--- src/rtl/page_alloc_pkg.sv ---
package page_alloc_pkg;
  localparam int unsigned NUM_REQ_PORTS = 2;

  typedef enum int unsigned {
    PORT_TX = 0,
    PORT_RX = 1
  } req_port_e;

  typedef struct packed {
    logic grant;
    logic fail;
  } resp_t;
endpackage

--- src/rtl/alloc_lowest_free.sv ---
module alloc_lowest_free #(
  parameter int unsigned N  = 32,
  parameter int unsigned IW = $clog2(N)
) (
  input  logic [N-1:0]  vec_i,
  output logic          found_o,
  output logic [IW-1:0] idx_o
);
  always_comb begin
    found_o = 1'b0;
    idx_o   = '0;
    for (int i = N - 1; i >= 0; i--) begin
      if (vec_i[i]) begin
        found_o = 1'b1;
        idx_o   = IW'(i);
      end
    end
  end
endmodule

--- src/rtl/alloc_popcount.sv ---
module alloc_popcount #(
  parameter int unsigned N  = 32,
  parameter int unsigned CW = $clog2(N + 1)
) (
  input  logic [N-1:0]  vec_i,
  output logic [CW-1:0] cnt_o
);
  always_comb begin
    cnt_o = '0;
    for (int i = 0; i < N; i++) cnt_o = cnt_o + CW'(vec_i[i]);
  end
endmodule

--- src/rtl/alloc_rsv_reg.sv ---
module alloc_rsv_reg #(
  parameter int unsigned RSV_W          = 8,
  parameter int unsigned UNITS_PER_PAGE = 4
) (
  input  logic             clk_i,
  input  logic             rst_ni,
  input  logic             we_i,
  input  logic [RSV_W-1:0] wdata_i,
  output logic [RSV_W-1:0] rsv_o,
  output logic [RSV_W-1:0] eff_o
);
  localparam logic [RSV_W-1:0] SUB_PAGE = RSV_W'(UNITS_PER_PAGE - 1);

  logic [RSV_W-1:0] rsv_q;

  // hardware reset only; the soft allocator reset does not reach here
  always_ff @(posedge clk_i or negedge rst_ni) begin
    if (!rst_ni)   rsv_q <= '0;
    else if (we_i) rsv_q <= wdata_i;
  end

  // whole pages only, except all-ones which reserves everything
  always_comb begin
    if (&rsv_q) eff_o = rsv_q;
    else        eff_o = rsv_q & ~SUB_PAGE;
  end

  assign rsv_o = rsv_q;
endmodule

--- src/rtl/alloc_resp_reg.sv ---
module alloc_resp_reg
  import page_alloc_pkg::*;
#(
  parameter int unsigned PAGE_W = 5
) (
  input  logic              clk_i,
  input  logic              rst_ni,
  input  logic              req_i,
  input  logic              ok_i,
  input  logic [PAGE_W-1:0] page_i,
  output resp_t             resp_o,
  output logic [PAGE_W-1:0] page_o
);
  always_ff @(posedge clk_i or negedge rst_ni) begin
    if (!rst_ni) begin
      resp_o <= '0;
      page_o <= '0;
    end else begin
      resp_o.grant <= ok_i;
      resp_o.fail  <= req_i & ~ok_i;
      if (ok_i) page_o <= page_i;
    end
  end
endmodule

--- src/rtl/page_alloc_rsv.sv ---
module page_alloc_rsv
  import page_alloc_pkg::*;
#(
  parameter int unsigned NUM_PAGES      = 32,
  parameter int unsigned UNITS_PER_PAGE = 4,
  parameter int unsigned MEM_MULT       = 2,
  parameter int unsigned RSV_W          = 8,
  localparam int unsigned PAGE_W        = $clog2(NUM_PAGES),
  localparam int unsigned FREE_W        = $clog2(NUM_PAGES * UNITS_PER_PAGE + 1)
) (
  input  logic                clk_i,
  input  logic                rst_ni,
  input  logic                tx_req_i,
  output logic                tx_grant_o,
  output logic                tx_fail_o,
  output logic [PAGE_W-1:0]   tx_page_o,
  input  logic                rx_req_i,
  output logic                rx_grant_o,
  output logic                rx_fail_o,
  output logic [PAGE_W-1:0]   rx_page_o,
  input  logic                rel_i,
  input  logic [PAGE_W-1:0]   rel_page_i,
  input  logic                soft_rst_i,
  input  logic                host_we_i,
  input  logic [RSV_W-1:0]    host_wdata_i,
  output logic [2*RSV_W-1:0]  host_cfg_o,
  output logic [FREE_W-1:0]   host_free_o
);
  localparam int unsigned CNT_W = $clog2(NUM_PAGES + 1);
  localparam int unsigned CMP_W = ((FREE_W > RSV_W) ? FREE_W : RSV_W) + 1;

  logic [NUM_PAGES-1:0] free_q, free_d;
  logic [NUM_PAGES-1:0] tx_mask, rx_mask, rem_after_tx, rel_mask;
  logic [CNT_W-1:0]     free_pages;
  logic [FREE_W-1:0]    free_units;
  logic [CMP_W-1:0]     avail_for_rx;
  logic [RSV_W-1:0]     rsv_val, rsv_eff;
  logic                 tx_any, rx_any, tx_ok, rx_ok, rel_ok;
  logic [PAGE_W-1:0]    tx_idx, rx_idx;

  logic [NUM_REQ_PORTS-1:0] req_v, ok_v;
  logic [PAGE_W-1:0]        pg_v   [NUM_REQ_PORTS];
  logic [PAGE_W-1:0]        pg_q   [NUM_REQ_PORTS];
  resp_t                    resp_v [NUM_REQ_PORTS];

  alloc_popcount #(.N(NUM_PAGES), .CW(CNT_W)) u_cnt (
    .vec_i (free_q),
    .cnt_o (free_pages)
  );

  assign free_units = FREE_W'(free_pages * UNITS_PER_PAGE);

  alloc_rsv_reg #(.RSV_W(RSV_W), .UNITS_PER_PAGE(UNITS_PER_PAGE)) u_rsv (
    .clk_i   (clk_i),
    .rst_ni  (rst_ni),
    .we_i    (host_we_i),
    .wdata_i (host_wdata_i),
    .rsv_o   (rsv_val),
    .eff_o   (rsv_eff)
  );

  // transmit is served first, from the lowest free page
  alloc_lowest_free #(.N(NUM_PAGES), .IW(PAGE_W)) u_enc_tx (
    .vec_i   (free_q),
    .found_o (tx_any),
    .idx_o   (tx_idx)
  );

  assign tx_ok        = tx_req_i & tx_any & ~soft_rst_i;
  assign tx_mask      = tx_ok ? (NUM_PAGES'(1) << tx_idx) : '0;
  assign rem_after_tx = free_q & ~tx_mask;

  alloc_lowest_free #(.N(NUM_PAGES), .IW(PAGE_W)) u_enc_rx (
    .vec_i   (rem_after_tx),
    .found_o (rx_any),
    .idx_o   (rx_idx)
  );

  // receive judged on what remains after a same-cycle transmit grant
  assign avail_for_rx = CMP_W'(free_units) - (tx_ok ? CMP_W'(UNITS_PER_PAGE) : '0);
  assign rx_ok        = rx_req_i & rx_any & ~soft_rst_i & (avail_for_rx > CMP_W'(rsv_eff));
  assign rx_mask      = rx_ok ? (NUM_PAGES'(1) << rx_idx) : '0;

  // releasing a page that is already free has no effect
  assign rel_ok   = rel_i & ~free_q[rel_page_i];
  assign rel_mask = rel_ok ? (NUM_PAGES'(1) << rel_page_i) : '0;

  always_comb begin
    if (soft_rst_i) free_d = '1;
    else            free_d = (free_q & ~tx_mask & ~rx_mask) | rel_mask;
  end

  always_ff @(posedge clk_i or negedge rst_ni) begin
    if (!rst_ni) free_q <= '1;
    else         free_q <= free_d;
  end

  assign req_v[PORT_TX] = tx_req_i;
  assign req_v[PORT_RX] = rx_req_i;
  assign ok_v[PORT_TX]  = tx_ok;
  assign ok_v[PORT_RX]  = rx_ok;
  assign pg_v[PORT_TX]  = tx_idx;
  assign pg_v[PORT_RX]  = rx_idx;

  for (genvar g = 0; g < NUM_REQ_PORTS; g++) begin : g_resp
    alloc_resp_reg #(.PAGE_W(PAGE_W)) u_resp (
      .clk_i  (clk_i),
      .rst_ni (rst_ni),
      .req_i  (req_v[g]),
      .ok_i   (ok_v[g]),
      .page_i (pg_v[g]),
      .resp_o (resp_v[g]),
      .page_o (pg_q[g])
    );
  end

  assign tx_grant_o = resp_v[PORT_TX].grant;
  assign tx_fail_o  = resp_v[PORT_TX].fail;
  assign tx_page_o  = pg_q[PORT_TX];
  assign rx_grant_o = resp_v[PORT_RX].grant;
  assign rx_fail_o  = resp_v[PORT_RX].fail;
  assign rx_page_o  = pg_q[PORT_RX];

  assign host_cfg_o  = {RSV_W'(MEM_MULT), rsv_val};
  assign host_free_o = free_units;
endmodule

--- config.mk ---
export PLATFORM = sky130hd
export DESIGN_NAME = page_alloc_rsv
export DESIGN_NICKNAME = d
export VERILOG_FILES = /design/src/rtl/page_alloc_pkg.sv /design/src/rtl/alloc_lowest_free.sv /design/src/rtl/alloc_popcount.sv /design/src/rtl/alloc_rsv_reg.sv /design/src/rtl/alloc_resp_reg.sv /design/src/rtl/page_alloc_rsv.sv
export SDC_FILE = /design/constraint.sdc
export NUM_CORES = 1
export LEC_CHECK = 0
export ABC_AREA = 0
export BUFFER_PORTS_ARGS = -buffer_cell sky130_fd_sc_hd__buf_2
export CAP_MARGIN = 20
export CORE_UTILIZATION = 54
export DETAILED_ROUTE_END_ITERATION = 12
export PLACE_DENSITY = 0.85
export SYNTH_ARGS = -nofsm -noshare
export SYNTH_HDL_FRONTEND = slang
export SYNTH_HIERARCHICAL = 1
export SYNTH_SLANG_ARGS = --single-unit
--- constraint.sdc ---
create_clock -name clk_i -period 7.15 [get_ports clk_i]
set_clock_uncertainty 0.15 [all_clocks]
set_input_delay 1.0725 -clock clk_i [delete_from_list [all_inputs] [get_ports clk_i]]
set_output_delay 1.0725 -clock clk_i [all_outputs]
set_load 0.005 [all_outputs]
==> results.txt <==
RePlAce Congestion: 1.03
Post-synth cell types: 69
Period utilization: 96.9%
FF-to-FF setup slack: 0.22 ns
Highest-delay cell along the critical path: dfstp_2
CTS tree: yes
Max FO, Critical Path: 12
Clk_lat worst skew: 0.32 ns
Filler cell count: 757
Final count of hold timing violations: 0
Synth async-reset ratio: 100%
Crit path DAT: 7.02 ns
Area grow syn2layout: 11.9%
Dpl hpwl: 11,700 microns
Cells after Synth: 568
Port Buffers: 47
Post-route antenna net violation count: 0
XOR/XNOR share of the synthesized area: 1.18%
Status: finished, final reports clean
Reg clk slew, reported paths: 0.10 ns
Cell accounting for the most synthesized area: dfstp_2
Initial Utilization: 56.0%
Final setup vio count: 0
Nets: 677
Non-filler instance count after layout: 748
Static Leak: 2.38 nW
Tmin final: 6.93 ns
DRT iter0 DRCs: 453
Crit path capture type: register
Final core utilization: 62.7%
H-tree Lvls: 2
Full die area: 9980 sq um
Fin area: 5790 sq um
Vias per inst: 6.49
Register area share after synthesis: 26.9%
Dominant cells by area after synthesis: dfstp_2 16%, dfrtp_1 11%, fa_1 9.3%
Total CTS buffers: 5
Initial antenna violation count: 0
Final worst slack: 0.220 ns
Worst relative slew slack: 30.7%
Compound-Gate Fraction of Synth Area: 21.0%
Most common cell on crit path: inv_1
Top FF cell, synth: dfstp_2
Worst setup SP type: register
Total GRT Usage: 31.9%
Core ar.: 9240 sq um
Most common cell in the synthesized netlist: inv_1
First-pass GRT wire length: 24,500 microns
Fin. max-slew vios: 0
Share of layout cells above drive strength 1: 27.8%
CTS Root Cell: clkbuf_8
Mux contribution to synthesized area: 7.52%
Max-cap violation count: 0
Worst path max stage delay: 0.55 ns
Pin count of the biggest net entering global routing: 55
Bufs on Longest Clock Path: 2
Rows: 35
Largest family of logic cells by synthesized area: simple AND/OR/NAND/NOR gates
Worst EP required: 7.24 ns
Setup WS pre-CTS: -0.196 ns
IO Pins: 58
Max Fclk: 144 MHz
Die Ht: 99.9 microns
Placed cell area: 5480 sq um
Worst path top cell family by delay: adder cells
Number of synthesized flops with an enable pin: 0
Post-CTS Hold Buffers: 0
Simple-gate area share of the yosys netlist: 21.4%
Number of global-route vias before repair: 4,848
Clock sink count: 54
Synthesized area per cell: 9.11 sq um
Power Dens Cells: 189 nW/um^2
Routed WL: 15,400 microns
Buf+Inv Stages, Crit Path: 9
Initial DRT Pass Iterations: 7
Post-synthesis adder-cell area fraction: 12.9%
Top post-synthesis cells by count: 61 x inv_1, 60 x nor2_1, 34 x nand3_1
DRC errors left: 0
Vias post-DR: 4,855
DP Cell Count: 729
N_diodes: 0
Chip width: 99.9 microns
HP Class: register to register
Top-area cell type share of the netlist area: 16.2%
Grt ovf: 0
Setup CP Type: register to register
Post-Syn Area: 5170 sq um
Warnings from Yosys: 6
Slew @ Worst Pin: 1.04 ns
Synth Register Bits: 54
Pwr Total: 1.10 mW
Worst VDD drop: 164 uV
WL/cell: 20.6 microns
## what timing repair did
action                     4_1_cts  5_1_grt
resized for setup                7        9
buffers inserted                 0       10
pin swaps                        1       14
setup endpoints to repair       31       38
cloned                           0        1
## routing by layer
metal | vias up | GRT usage (%) | wire (microns)
met5 | - | 0 | 0
met4 | 0 | 15.2 | 588
met3 | 52 | 5.08 | 1340
met2 | 315 | 53.4 | 7540
met1 | 2355 | 40.4 | 5970
li1 | 2133 | - | -
## cell usage in the layout, fill, tap and decap left out, types with 5 or more instances in the layout
| cell type | count |
|---|---|
| a211o_1 | 13 |
| a21boi_0 | 6 |
| a21oi_1 | 17 |
| a221o_1 | 16 |
| a31oi_1 | 5 |
| and2_1 | 6 |
| buf_2 | 47 |
| buf_4 | 21 |
| clkbuf_8 | 6 |
| conb_1 | 10 |
| dfrtp_1 | 22 |
| dfstp_2 | 32 |
| fa_1 | 23 |
| ha_1 | 14 |
| inv_1 | 61 |
| mux2_2 | 13 |
| mux2_4 | 9 |
| nand2_1 | 25 |
| nand2b_1 | 8 |
| nand3_1 | 33 |
| nand4_1 | 5 |
| nor2_1 | 60 |
| nor3_1 | 15 |
| nor4_1 | 11 |
| o21a_1 | 16 |
| o21ai_0 | 13 |
| o31a_1 | 6 |
| xor2_1 | 5 |
## per-stage QoR
step	hold WS (ns)	setup TNS [ns]
3_3_place_gp	0.337	0
5_1_grt	0.386	-0.0718
6_report	0.357	0
3_5_place_dp	0.339	-2.20
4_1_cts	0.363	0
2_1_floorplan	0.355	0
## final timing paths
path | from | to | cells past startpoint
max | free_q[11] | free_q[11] | 26
min | g_resp[0].u_resp/page_o[3] | g_resp[0].u_resp/page_o[3] | 1
max reg2reg | free_q[11] | free_q[11] | 26
min reg2reg | g_resp[0].u_resp/page_o[3] | g_resp[0].u_resp/page_o[3] | 1
max in group asynchronous | rst_ni | g_resp[0].u_resp/page_o[3] | 2
min in group asynchronous | rst_ni | g_resp[1].u_resp/resp_o[0] | 2
## area by class of cell
cell class / instances / area [sq um] / area share (%)
clock buffers: 6 / 82.6 / 1.43
inverters: 61 / 229 / 3.95
flip-flops and latches: 54 / 1390 / 24.0
well taps: 129 / 161 / 2.79
multi-input cells: 424 / 3420 / 59.0
clock inverters: 2 / 38.8 / 0.670
repair buffers: 72 / 469 / 8.10
## flip-flops by register name (all words and copies together), names as in the netlist
register / count
free_q: 32
g_resp.u_resp/page_o: 10
u_rsv/rsv_o: 8
g_resp.u_resp/resp_o: 4
## power by group
group | internal [mW] | leakage [nW] | switching, mW | total, mW
logic | 0.252 | 1.70 | 0.282 | 0.534
registers | 0.325 | 0.618 | 0.0114 | 0.337
clock network | 0.115 | 0.0618 | 0.110 | 0.226
total | 0.692 | 2.38 | 0.404 | 1.10
## cells by family after synthesis
group | after synthesis
DFF | 54
adders and majority gates | 39
AOI/OAI and AO/OA | 135
xor gates and xnor gates | 7
and+or+nand+nor | 204
buffers and inverters | 98
muxes | 29
other | 2
No activity file was read; power rests on OpenSTA's default activity.
